<file path="src/rtl/pic_pkg.sv">
// pic_pkg: shared types and helpers for the interrupt controller core.
// Assumes: register kinds sit in the top three address bits.
package pic_pkg;

    typedef enum logic [2:0] {
        K_PRIO  = 3'd0,
        K_EN    = 3'd1,
        K_THR   = 3'd2,
        K_CLAIM = 3'd3,
        K_PEND  = 3'd4,
        K_TRIG  = 3'd5
    } reg_kind_e;

    function automatic int max_of(input int a, input int b);
        return (a > b) ? a : b;
    endfunction

endpackage

</file>
<file path="src/rtl/pic_gateway.sv">
// pic_gateway: turns one raw source into single requests for the pending bit.
// It keeps one request in flight, from forward until completion.
// In edge mode it optionally queues edges that arrive during service.
// Assumes: src_i is synchronous to clk; cmpl_i only pulses while in flight.
module pic_gateway #(
    parameter bit QUEUE_EDGES = 1'b1,
    parameter int CNT_W       = 2
) (
    input  logic clk,
    input  logic rst_n,
    input  logic src_i,
    input  logic edge_mode_i,
    input  logic cmpl_i,
    output logic fwd_o
);
    localparam logic [CNT_W-1:0] CNT_MAX = {CNT_W{1'b1}};

    logic             src_d_q;
    logic             inflight_q;
    logic [CNT_W-1:0] cnt_q;
    logic             trig;
    logic             busy;

    // Trigger event: rising edge or active level, depending on mode.
    always_comb trig = edge_mode_i ? (src_i & ~src_d_q) : src_i;

    // Source still in service after this edge's completion is applied.
    always_comb busy = inflight_q & ~cmpl_i;

    // Forward a new request when idle and a trigger or queued edge exists.
    always_comb fwd_o = ~busy & (trig | (edge_mode_i & (cnt_q != '0)));

    // Track previous source level and the in-flight flag.
    always_ff @(posedge clk) begin
        if (!rst_n) begin
            src_d_q    <= 1'b0;
            inflight_q <= 1'b0;
        end else begin
            src_d_q <= src_i;
            if (fwd_o) begin
                inflight_q <= 1'b1;
            end else if (cmpl_i) begin
                inflight_q <= 1'b0;
            end
        end
    end

    generate
        if (QUEUE_EDGES) begin : g_queue
            // Count edges during service; spend one per forward from the queue.
            always_ff @(posedge clk) begin
                if (!rst_n || !edge_mode_i) begin
                    cnt_q <= '0;
                end else if (busy) begin
                    if (trig && cnt_q != CNT_MAX) cnt_q <= cnt_q + 1'b1;
                end else if (fwd_o && !trig && cnt_q != '0) begin
                    cnt_q <= cnt_q - 1'b1;
                end
            end

            AST_QUEUE_SATURATE: assert property (@(posedge clk) disable iff (!rst_n)
                edge_mode_i && busy && trig && cnt_q == CNT_MAX |=> cnt_q == CNT_MAX);
        end else begin : g_drop
            // Edges seen during service are discarded; nothing is stored.
            always_ff @(posedge clk) begin
                cnt_q <= '0;
            end
        end
    endgenerate

    AST_HOLD_UNTIL_DONE: assert property (@(posedge clk) disable iff (!rst_n)
        inflight_q && !cmpl_i |=> inflight_q);

    AST_FWD_ENTERS_SERVICE: assert property (@(posedge clk) disable iff (!rst_n)
        fwd_o |=> inflight_q);

endmodule

</file>
<file path="src/rtl/pic_arbiter.sv">
// pic_arbiter: picks the best eligible source for one context and drives its line.
// Highest priority wins, the lowest ID wins ties, and priority 0 is never eligible.
// Assumes: purely combinational, so it is fed from registered state.
module pic_arbiter #(
    parameter int NSRC   = 8,
    parameter int PRIO_W = 3,
    parameter int ID_W   = 4
) (
    input  logic [NSRC-1:0]        pend_i,
    input  logic [NSRC-1:0]        en_i,
    input  logic [NSRC*PRIO_W-1:0] prio_i,
    input  logic [PRIO_W-1:0]      thr_i,
    output logic [ID_W-1:0]        id_o,
    output logic [PRIO_W-1:0]      prio_o,
    output logic                   irq_o
);

    // Linear scan in ascending ID; strict compare keeps the lowest ID on ties.
    always_comb begin
        id_o   = '0;
        prio_o = '0;
        for (int i = 0; i < NSRC; i++) begin
            if (pend_i[i] && en_i[i] && prio_i[i*PRIO_W +: PRIO_W] > prio_o) begin
                prio_o = prio_i[i*PRIO_W +: PRIO_W];
                id_o   = ID_W'(i + 1);
            end
        end
    end

    // Raise the line when a winner exists and meets the threshold.
    always_comb irq_o = (id_o != '0) && (prio_o >= thr_i);

endmodule

</file>
<file path="src/rtl/pic_core.sv">
// pic_core: interrupt controller top. It holds the gateways, the configuration
// registers, pending and claimed state, and one arbiter per context.
// Assumes: NSRC < DATA_W (source j uses data bit j); one register access per cycle.
module pic_core
    import pic_pkg::*;
#(
    parameter int  NSRC        = 8,
    parameter int  NCTX        = 2,
    parameter int  PRIO_W      = 3,
    parameter int  DATA_W      = 32,
    parameter bit  QUEUE_EDGES = 1'b1,
    parameter int  CNT_W       = 2,
    localparam int IDX_W       = $clog2(max_of(NSRC + 1, NCTX)),
    localparam int ADDR_W      = IDX_W + 3
) (
    input  logic              clk,
    input  logic              rst_n,
    input  logic [NSRC-1:0]   src_i,
    input  logic              reg_we,
    input  logic              reg_re,
    input  logic [ADDR_W-1:0] reg_addr,
    input  logic [DATA_W-1:0] reg_wdata,
    output logic [DATA_W-1:0] reg_rdata,
    output logic              reg_rvalid,
    output logic [NCTX-1:0]   irq_o
);
    localparam int ID_W   = $clog2(NSRC + 1);
    localparam int SIDX_W = max_of($clog2(NSRC), 1);
    localparam int CTX_W  = max_of($clog2(NCTX), 1);

    reg_kind_e               kind;
    logic [IDX_W-1:0]        idx;
    logic                    src_ok;
    logic                    ctx_ok;
    logic [SIDX_W-1:0]       src_sel;
    logic [CTX_W-1:0]        ctx_sel;

    logic [NSRC*PRIO_W-1:0]  prio_q;
    logic [NSRC-1:0]         en_q [NCTX];
    logic [PRIO_W-1:0]       thr_q [NCTX];
    logic [NSRC-1:0]         trig_q;
    logic [NSRC-1:0]         pend_q;
    logic [NSRC-1:0]         claimed_q;

    logic [NSRC-1:0]         fwd;
    logic [ID_W-1:0]         win_id [NCTX];
    logic [PRIO_W-1:0]       win_prio [NCTX];

    logic                    claim_fire;
    logic [ID_W-1:0]         claim_id;
    logic [NSRC-1:0]         claim_clr;
    logic                    cmpl_wr;
    logic [ID_W-1:0]         cmpl_id;
    logic                    cmpl_ok;
    logic [NSRC-1:0]         cmpl_vec;
    logic [DATA_W-1:0]       rd_val;

    // Split the address into kind and index and qualify the index.
    always_comb begin
        kind    = reg_kind_e'(reg_addr[ADDR_W-1 -: 3]);
        idx     = reg_addr[IDX_W-1:0];
        src_ok  = (idx != '0) && (int'(idx) <= NSRC);
        ctx_ok  = int'(idx) < NCTX;
        src_sel = SIDX_W'(idx - 1'b1);
        ctx_sel = CTX_W'(idx);
    end

    // Claim decode: read of a claim register takes the context's winner.
    always_comb begin
        claim_fire = reg_re && (kind == K_CLAIM) && ctx_ok;
        claim_id   = win_id[ctx_sel];
        claim_clr  = '0;
        if (claim_fire && claim_id != '0) begin
            claim_clr = NSRC'(1) << (claim_id - 1'b1);
        end
    end

    // Completion decode: accepted only for an ID that is currently claimed.
    always_comb begin
        cmpl_wr  = reg_we && (kind == K_CLAIM) && ctx_ok;
        cmpl_id  = reg_wdata[ID_W-1:0];
        cmpl_vec = '0;
        cmpl_ok  = 1'b0;
        if (cmpl_wr && cmpl_id != '0 && int'(cmpl_id) <= NSRC) begin
            cmpl_ok  = claimed_q[cmpl_id - 1'b1];
            cmpl_vec = cmpl_ok ? (NSRC'(1) << (cmpl_id - 1'b1)) : '0;
        end
    end

    // One gateway per source.
    generate
        for (genvar g = 0; g < NSRC; g++) begin : g_gw
            pic_gateway #(
                .QUEUE_EDGES (QUEUE_EDGES),
                .CNT_W       (CNT_W)
            ) u_gw (
                .clk         (clk),
                .rst_n       (rst_n),
                .src_i       (src_i[g]),
                .edge_mode_i (trig_q[g]),
                .cmpl_i      (cmpl_vec[g]),
                .fwd_o       (fwd[g])
            );
        end
    endgenerate

    // One arbiter per context.
    generate
        for (genvar c = 0; c < NCTX; c++) begin : g_arb
            pic_arbiter #(
                .NSRC   (NSRC),
                .PRIO_W (PRIO_W),
                .ID_W   (ID_W)
            ) u_arb (
                .pend_i (pend_q),
                .en_i   (en_q[c]),
                .prio_i (prio_q),
                .thr_i  (thr_q[c]),
                .id_o   (win_id[c]),
                .prio_o (win_prio[c]),
                .irq_o  (irq_o[c])
            );

            AST_IRQ_NEEDS_ENABLED: assert property (@(posedge clk) disable iff (!rst_n)
                irq_o[c] |-> (pend_q & en_q[c]) != '0);

            AST_IRQ_MEETS_THRESHOLD: assert property (@(posedge clk) disable iff (!rst_n)
                irq_o[c] |-> win_prio[c] >= thr_q[c] && win_prio[c] != '0);
        end
    endgenerate

    // Source priorities, written by index 1..NSRC.
    always_ff @(posedge clk) begin
        if (!rst_n) begin
            prio_q <= '0;
        end else if (reg_we && kind == K_PRIO && src_ok) begin
            prio_q[src_sel*PRIO_W +: PRIO_W] <= reg_wdata[PRIO_W-1:0];
        end
    end

    // Per-context enable masks and thresholds.
    always_ff @(posedge clk) begin
        if (!rst_n) begin
            for (int c = 0; c < NCTX; c++) begin
                en_q[c]  <= '0;
                thr_q[c] <= '0;
            end
        end else if (reg_we && ctx_ok) begin
            if (kind == K_EN)  en_q[ctx_sel]  <= reg_wdata[NSRC:1];
            if (kind == K_THR) thr_q[ctx_sel] <= reg_wdata[PRIO_W-1:0];
        end
    end

    // Trigger-type bits: 1 selects edge, 0 selects level.
    always_ff @(posedge clk) begin
        if (!rst_n) begin
            trig_q <= '0;
        end else if (reg_we && kind == K_TRIG) begin
            trig_q <= reg_wdata[NSRC:1];
        end
    end

    // Pending set by gateways and cleared by claims; claimed set by claims and cleared by completions.
    always_ff @(posedge clk) begin
        if (!rst_n) begin
            pend_q    <= '0;
            claimed_q <= '0;
        end else begin
            pend_q    <= (pend_q | fwd) & ~claim_clr;
            claimed_q <= (claimed_q | claim_clr) & ~cmpl_vec;
        end
    end

    // Read mux for all register kinds.
    always_comb begin
        rd_val = '0;
        case (kind)
            K_PRIO:  if (src_ok) rd_val = DATA_W'(prio_q[src_sel*PRIO_W +: PRIO_W]);
            K_EN:    if (ctx_ok) rd_val = DATA_W'({en_q[ctx_sel], 1'b0});
            K_THR:   if (ctx_ok) rd_val = DATA_W'(thr_q[ctx_sel]);
            K_CLAIM: if (ctx_ok) rd_val = DATA_W'(claim_id);
            K_PEND:  rd_val = DATA_W'({pend_q, 1'b0});
            K_TRIG:  rd_val = DATA_W'({trig_q, 1'b0});
            default: rd_val = '0;
        endcase
    end

    // Registered read return, one edge after the strobe.
    always_ff @(posedge clk) begin
        if (!rst_n) begin
            reg_rdata  <= '0;
            reg_rvalid <= 1'b0;
        end else begin
            reg_rvalid <= reg_re;
            if (reg_re) reg_rdata <= rd_val;
        end
    end

    AST_CLAIM_CLEARS_PENDING: assert property (@(posedge clk) disable iff (!rst_n)
        claim_clr != '0 |=> (pend_q & $past(claim_clr)) == '0);

    AST_PENDING_NOT_IN_SERVICE: assert property (@(posedge clk) disable iff (!rst_n)
        (pend_q & claimed_q) == '0);

    AST_BAD_COMPLETE_IGNORED: assert property (@(posedge clk) disable iff (!rst_n)
        cmpl_wr && !cmpl_ok && !reg_re |=> $stable(claimed_q));

    AST_READ_LATENCY: assert property (@(posedge clk) disable iff (!rst_n)
        reg_re |=> reg_rvalid);

endmodule

</file>
<file path="config.mk">
export PLATFORM = sky130hd
export DESIGN_NAME = pic_core
export DESIGN_NICKNAME = d
export VERILOG_FILES = /design/src/rtl/pic_pkg.sv /design/src/rtl/pic_gateway.sv /design/src/rtl/pic_arbiter.sv /design/src/rtl/pic_core.sv
export SDC_FILE = /design/constraint.sdc
export NUM_CORES = 1
export LEC_CHECK = 0
export BUFFER_PORTS_ARGS = -buffer_cell sky130_fd_sc_hd__buf_2
export CAP_MARGIN = 20
export CORE_MARGIN = 10
export CORE_UTILIZATION = 50
export DETAILED_ROUTE_END_ITERATION = 7
export GPL_TIMING_DRIVEN = 0
export PLACE_DENSITY = 0.7
export SYNTH_ARGS = -nofsm -noshare
export SYNTH_HDL_FRONTEND = slang
export SYNTH_SLANG_ARGS = --single-unit
</file>
<file path="constraint.sdc">
create_clock -name clk -period 23 [get_ports clk]
set_input_delay 2.3 -clock clk [delete_from_list [all_inputs] [get_ports clk]]
set_output_delay 2.3 -clock clk [all_outputs]
set_load 0.1 [all_outputs]
</file>
==> results of run 1 <==
==> cell usage in the layout (no fill, tap or decap), types with 23 or more instances in the layout <==
cell type,count
nand3_1,36
buf_4,26
buf_2,39
nand2_1,110
nor2_1,95
dfxtp_1,90
mux2i_1,40
ha_1,43
inv_1,44
clkbuf_1,29
conb_1,23
and2_1,34
a21oi_1,63
o21ai_0,36
==> worst reg2reg max path, delay by kind of cell, from the launching register on <==
| kind | cells | cell delay [ns] |
|---|---|---|
| compound gates | 15 | 4.35 |
| simple gates | 19 | 3.86 |
| fa+ha+maj | 7 | 1.69 |
| buf+inv | 7 | 1.58 |
| mux | 4 | 1.46 |
| flops | 1 | 0.34 |
==> cells by family (layout without fill, tap and decap cells) <==
kind of cell | count (synthesis) | after routing | synth area share [%]
other cells | 1 | 23 | 0.0491
fa+ha+maj | 44 | 44 | 7.17
buf+inv | 106 | 161 | 6.67
mux | 69 | 69 | 10.9
xor+xnor | 7 | 7 | 0.803
simple gates | 366 | 366 | 22.9
flops | 112 | 112 | 32.2
compound gates | 213 | 213 | 19.2
==> flip-flops by register name, summed over array words and instances, names as in the netlist <==
name	flops
claimed_q	8
en_q	16
g_gw.u_gw.cnt_q	16
g_gw.u_gw.inflight_q	8
g_gw.u_gw.src_d_q	8
pend_q	8
prio_q	24
reg_rdata	9
reg_rvalid	1
thr_q	6
trig_q	8
==> through the flow <==
stage               power, W  instances  setup WS [ns]  area [um^2]
global placement    0.000280       1165           8.06         8140
global route        0.000442       1183           6.99         8430
detailed placement  0.000281       1166           8.00         8150
CTS                 0.000429       1182           7.62         8430
floorplan           0.000264        940          10.12         7720
finish              0.000430       1183           7.80         8430
==> final cells by class <==
class | count | area, um^2
Inverter | 45 | 169
Clock inverter | 7 | 51.3
Fill cell | 1405 | 6660
Buffer | 61 | 340
Clock buffer | 9 | 225
Timing Repair Buffer | 39 | 198
Tap cell | 188 | 235
Multi-Input combinational cell | 722 | 4750
Sequential cell | 112 | 2460
==> power by group through the flow <==
stage	combinational, W	sequential (W)	clock, W
finish	0.0000666	0.000211	0.000152
CTS	0.0000657	0.000211	0.000152
floorplan	0.0000456	0.000219	0
global route	0.0000709	0.000212	0.000160
global placement	0.0000647	0.000215	0
detailed placement	0.0000654	0.000216	0
==> metal layers <==
layer	up-vias	routed length (um)	global-route usage, %
met2	259	10500	35.1
li1	3431	-	-
met5	-	0	0
met4	0	471	5.43
met3	41	1620	2.97
met1	3337	9820	28.0
==> worst max path at each step <==
stage / to / cells after the start
after floorplan: irq_o[0] / 52
after global placement: irq_o[0] / 53
after detailed placement: irq_o[0] / 53
after CTS: irq_o[0] / 53
after global routing: irq_o[0] / 54
final: irq_o[0] / 52
==> out/results.ini, run 1 <==
[run_status]
outcome=complete, no violations

[routing]
wl_um=22400
drt-pass1-iter-count=6
wire_per_inst_um=18.9
vias=7068
drc=0
ant_nets=0
vias_per_cell=5.97
initialDrtViolationCount=600

[timing]
slew_headroom_pct=37.8
final.setup.tns_ns=0
fmax_ghz=0.0658
maxSlewViolCount=0
finalSetupViolations=0
period_share_pct=66.1
hold_violations=0
timing.hold.ws_ns=0.444
rsz0062_at_grt=no
fin_crit_ns=15.20
clock_skew_ns=0.00945
tightest_slew_ns=0.926

[final_layout]
syn2layout_area_growth_pct=10.4
diodes=0
nets=1084
drive_above_1_share_pct=13.5
fin_util_pct=55.9

[clock_network]
cts_root_buf=clkbuf_16
ctsHoldBuffers=0
cts_tree=yes
clk_pin_slew_ns=0.08
post_cts_buffers=0
htree_levels=3
numCtsBuffers=9
clock_latency_ns=0.35
cts_resized=0
clk_path_buf_depth=2
cts_sinks=112

[floorplan]
core_um2=15100
dieArea_um2=20600
initial_core_util_pct=50.6
rows=45
dieWidth_um=144
ios=86
die_height_um=144

[yosys]
async_reset_ff_share_pct=0
synth_top_cell_by_area=dfxtp_1
yosysSeqAreaShare_pct=32.2
syn_inst=918
synth.distinct_cells=86
synth_edf_count=22
synth_area_um2=7640
synth_top_area_share_pct=23.6
synthTopCellsByCount=nand2_1, nor2_1, dfxtp_1
avgSynthCellArea_um2=8.32
ys.flop_type=dfxtp_1
yosysMostFrequentCell=nand2_1
netlist_top_cells_area=dfxtp_1, edfxtp_1, ha_1
ys_ff_latch=112
ys_warn_count=0

[power]
ir_drop_v=0.0000383
pwr-share-clk_pct=35.3
p_sw_share_pct=30.8
power_frac_seq_pct=49.2
p_switching_w=0.000132
p_leak_nw=3.55
pwr-share-comb_pct=15.5
p_int_w=0.000297
cellPowerDensity_nw_per_um2=51.0

[critical_path]
crit_family=compound AO/OA/AOI/OAI gates
path_max_fanout=10
critical_path.startpoint=pend_q[0]
r2r-start=pend_q[0]
worst-setup-path-type=flop to output port
crit_required_ns=20.70
crit_arrival_ns=12.90
cp_num_buf_inv=7
end_kind=output port
worstReg2RegEnd=pend_q[0]
reg2reg_slack_ns=9.59
worst_path_most_repeated_cell=ha_1
worstRegToRegCells=52
max_stage_delay_ns=0.57
cp-start-kind=flop
crit_slowest_cell=o2111ai_1

[worst_hold_path]
hold_end=claimed_q[1]
min_from=claimed_q[1]
hold_depth=2
hp-class=flop to flop

[global_route]
antenna_found_initial=0
grt_pass1_wl_um=34300
grt_overflow=0
track_usage_pct=21.1
grt_max_degree=20
grt_pass1_vias=6441

[placed_design]
gp_congestion=0.962
io_buffers=37
dp_hpwl_um=17700

[job]
maxCapViolations=0

Power figures use the tool's default switching activity.
==> run 2: changes to the inputs <==
ABC_AREA = 1   (was not set)
PLACE_DENSITY = 0.73   (was 0.7)
clock period = 12.4 ns   (was 23 ns; I/O delays follow)
==> out/results.ini, run 2 <==
[routing]
wire_per_inst_um=16.0
wl_um=20800
initialDrtViolationCount=628
vias_per_cell=5.50
drt-pass1-iter-count=5
ant_nets=0
vias=7161
drc=0

[critical_path]
worstRegToRegCells=53
r2r-start=pend_q[0]
crit_arrival_ns=9.99
endpoint=irq_o[0]
end_kind=output port
crit_required_ns=11.16
worstReg2RegEnd=claimed_q[6]
critical_path.startpoint=pend_q[0]
worst_path_most_repeated_cell=o21ai_0
max_stage_delay_ns=0.47
cp-start-kind=flop
worst-setup-path-type=flop to output port
reg2reg_slack_ns=3.10
path_max_fanout=8
crit_slowest_cell=nor3_1

[power]
cellPowerDensity_nw_per_um2=102
ir_drop_v=0.0000868
p_leak_nw=3.82

[yosys]
syn_inst=1041
ys_warn_count=0
synth_area_um2=7330
synth_top_area_share_pct=24.6
netlist_top_cells_area=dfxtp_1, nand2_1, edfxtp_1
avgSynthCellArea_um2=7.05
ys_ff_latch=112
async_reset_ff_share_pct=0
synthTopCellsByCount=nand2_1, inv_1, nor2_1
synth.distinct_cells=50
synth_edf_count=22
synth_top_cell_by_area=dfxtp_1
yosysSeqAreaShare_pct=33.6
yosysMostFrequentCell=nand2_1
ys.flop_type=dfxtp_1

[clock_network]
clock_latency_ns=0.36
cts_resized=0
cts_tree=yes
cts_root_buf=clkbuf_16
post_cts_buffers=0
cts_sinks=112
numCtsBuffers=9
htree_levels=3
clk_pin_slew_ns=0.07
ctsHoldBuffers=0
clk_path_buf_depth=2

[final_layout]
diodes=0
reg_top3=prio_q: 24 flops, en_q: 16 flops, g_gw.u_gw.cnt_q: 16 flops
fillers=1413
final_common_cell=nand2_1
nets=1207
layout_common_cells=nand2_1, inv_1, nor2_1
syn2layout_area_growth_pct=11.1
drive_above_1_share_pct=13.5
top_register=prio_q
largest_reg_flops=24

[floorplan]
initial_core_util_pct=50.7
die_height_um=141
core_um2=14500
ios=86
rows=44
dieArea_um2=19900
dieWidth_um=141

[global_route]
track_usage_pct=20.5
grt_max_degree=19
grt_pass1_vias=6618
grt_pass1_wl_um=33300
antenna_found_initial=0
grt_overflow=0

[timing]
final.setup.tns_ns=0
rsz0062_at_grt=no
tightest_slew_ns=0.756
hold_violations=0
period_share_pct=90.5
clock_skew_ns=0.00683
fin_crit_ns=11.23
fin_ws_ns=1.17
slew_headroom_pct=49.6
finalSetupViolations=0
maxSlewViolCount=0
fmax_ghz=0.0891

[placed_design]
dp_hpwl_um=16500
io_buffers=37
dpl_worst_slack_ns=1.62
gp_congestion=0.980

[run_status]
outcome=complete, no violations

[worst_hold_path]
hp-class=flop to flop
min_from=claimed_q[2]

[job]
maxCapViolations=0

-- run 2: cell families after synthesis --
logic type | synth area share (%)
AO/OA/AOI/OAI | 17.7
XOR/XNOR | 1.31
adder cells (fa/ha/maj) | 7.34
buffers and inverters | 9.37
flip-flops | 33.6
multiplexers | 0.136
other | 0.0511
AND/OR/NAND/NOR | 30.5
-- run 2: stage by stage --
step	instances	utilization, %	hold slack, ns	cell area, um^2	total power, W
after floorplan	1063	-	0.425	7420	0.000505
after global placement	1284	54.1	0.436	7830	0.000536
after detailed placement	1285	54.2	0.439	7850	0.000537
after CTS	1301	56.3	0.450	8150	0.000826
after global routing	1302	56.3	0.468	8150	0.000854
final	1302	56.3	0.448	8150	0.000829
-- run 2: worst max-delay path, delay by kind of cell (launching register included) --
family,cells,cell delay (ns)
buffers and inverters,8,1.14
AND/OR/NAND/NOR,20,2.44
adder cells (fa/ha/maj),8,2.46
AO/OA/AOI/OAI,18,3.20
flip-flops,1,0.43
-- run 2: metal layers --
layer  part of all wire [%]  vias to the layer above  track usage (%)  wire length [um]
met3                    6.7                       42             3.39              1390
met1                     43                     3248             25.5              8980
met4                    3.0                        0             8.21               616
li1                       -                     3603                -                 -
met5                      0                        -                0                 0
met2                     47                      268             34.5              9850
-- run 2: how the worst min path moves through the flow --
stage | slack, ns | end | cells past startpoint
after floorplan | 0.43 | claimed_q[1] | 2
after global placement | 0.44 | claimed_q[2] | 2
after detailed placement | 0.44 | claimed_q[2] | 2
after CTS | 0.45 | claimed_q[2] | 2
after global routing | 0.47 | claimed_q[2] | 2
final | 0.45 | claimed_q[2] | 2
-- run 2: power by group --
group	leakage (nW)	total (W)	internal, W	switching, W
logic	2.73	0.000139	0.0000336	0.000106
registers	0.943	0.000393	0.000383	0.0000101
clock network	0.149	0.000296	0.000156	0.000139
total	3.82	0.000829	0.000573	0.000255
-- run 2: layout make-up --
class / instances / area (um^2) / area share (%)
multi-input cells: 793 / 4270 / 52.4
repair buffers: 39 / 198 / 2.43
plain buffers: 45 / 263 / 3.22
clock inverters: 4 / 32.5 / 0.399
inverters: 113 / 424 / 5.20
well taps: 184 / 230 / 2.82
flip-flops and latches: 112 / 2460 / 30.2
clock buffers: 12 / 268 / 3.28
==> run 3: changes to the inputs <==
RECOVER_POWER = 100   (was not set)
==> out/results.ini, run 3 (synthesized netlist as in run 2, its figures left out) <==
[run_status]
outcome=complete, no violations

[final_layout]
final_common_cell=nand2_1
reg_top3=prio_q: 24 flops, en_q: 16 flops, g_gw.u_gw.cnt_q: 16 flops
top_register=prio_q
stdcell_count=1302
diodes=0
nets=1207
fillers=1422
layout_common_cells=nand2_1, inv_1, nor2_1
largest_reg_flops=24
syn2layout_area_growth_pct=10.7
drive_above_1_share_pct=11.7
final_cell_area_um2=8120

[power]
p_leak_nw=3.77
p_int_w=0.000573
p_total_w=0.000827
cellPowerDensity_nw_per_um2=102
power_frac_seq_pct=47.6
ir_drop_v=0.0000864
p_switching_w=0.000254
pwr-share-comb_pct=16.8
pwr-share-clk_pct=35.6
p_sw_share_pct=30.7

[timing]
finalSetupViolations=0
rsz0062_at_grt=no
maxSlewViolCount=0
clock_skew_ns=0.00634
final.setup.tns_ns=0
fin_crit_ns=11.27
period_share_pct=90.9
hold_violations=0
slew_headroom_pct=21.4
fmax_ghz=0.0887
tightest_slew_ns=1.18

[routing]
vias=7151
highest_layer=met4
initialDrtViolationCount=722
vias_per_cell=5.49
drt-pass1-iter-count=5
wl_met3_um=1500
wl_met2_um=9820
drc=0
ant_nets=0
wl_um=20900
wire_per_inst_um=16.0
wl_met1_um=8870

[placed_design]
dp_cells=1285
placed_area_um2=7850
gp_congestion=0.980
io_buffers=37
dp_hpwl_um=16500

[critical_path]
path_max_fanout=8
crit_slowest_cell=nor3_1
worst-setup-path-type=flop to output port
crit_arrival_ns=10.03
max_stage_delay_ns=0.46
end_kind=output port
crit_required_ns=11.16
cp-start-kind=flop
worst_path_most_repeated_cell=o21ai_0

[worst_hold_path]
hp-class=flop to flop

[clock_network]
post_cts_buffers=0
clk_path_buf_depth=2
cts_resized=0
cts_sinks=112
clk_pin_slew_ns=0.07
numCtsBuffers=9
cts_root_buf=clkbuf_16
cts_tree=yes
ctsHoldBuffers=0
htree_levels=3
clock_latency_ns=0.36

[job]
maxCapViolations=0

[global_route]
grt_overflow=0
grt_pass1_vias=6618
grt_pass1_wl_um=33300
track_usage_pct=20.5
antenna_found_initial=0
grt_max_degree=19

[floorplan]
initial_core_util_pct=50.7
dieWidth_um=141
ios=86
rows=44
dieArea_um2=19900
core_um2=14500
die_height_um=141

run 3: cell types whose count changed in the layout (fill, tap and decap cells not counted), sizes merged:
cell    change
buf        -15
clkbuf     +15
run 3: cell type report:
cell class | instances | area [um^2] | share of cell area (%)
Clock inverter | 4 | 32.5 | 0.401
Buffer | 45 | 263 | 3.24
Tap cell | 184 | 230 | 2.84
Multi-Input combinational cell | 793 | 4260 | 52.4
Inverter | 113 | 424 | 5.23
Timing Repair Buffer | 39 | 181 | 2.24
Sequential cell | 112 | 2460 | 30.3
Clock buffer | 12 | 268 | 3.30
run 3: through the flow:
| stage | setup slack (ns) | hold WS [ns] | util, % |
|---|---|---|---|
| 2_1_floorplan | 3.35 | 0.425 | - |
| 3_3_place_gp | 1.69 | 0.436 | 54.1 |
| 3_5_place_dp | 1.62 | 0.439 | 54.2 |
| 4_1_cts | 1.14 | 0.450 | 56.3 |
| 5_1_grt | 0.0888 | 0.468 | 56.1 |
| 6_report | 1.13 | 0.449 | 56.1 |
run 3: power by group through the flow:
stage	clock network, W	registers (W)	logic (W)
after floorplan	0	0.000408	0.0000970
after global placement	0	0.000401	0.000135
after detailed placement	0	0.000401	0.000136
after CTS	0.000295	0.000393	0.000137
after global routing	0.000309	0.000395	0.000150
final	0.000295	0.000393	0.000139
run 3: routing by layer:
layer  global-route usage (%)  vias up
met5                        0        -
met4                     8.21        0
li1                         -     3608
met2                     34.5      269
met1                     25.5     3227
met3                     3.39       47
run 3: worst max-delay path: cells and delay by family (launching register included):
family	cells	cell delay, ns
adder cells (fa/ha/maj)	8	2.46
flip-flops	1	0.42
AND/OR/NAND/NOR	20	2.49
buffers and inverters	8	1.13
AO/OA/AOI/OAI	18	3.20
run 3: worst paths after layout:
path / depth (start not counted) / end / start / slack [ns]
hold reg to reg: 2 / claimed_q[2] / claimed_q[2] / 0.45
setup reg to reg: 51 / claimed_q[3] / pend_q[0] / 2.93
setup / recovery: 54 / irq_o[0] / pend_q[0] / 1.13
hold / removal: 2 / claimed_q[2] / claimed_q[2] / 0.45
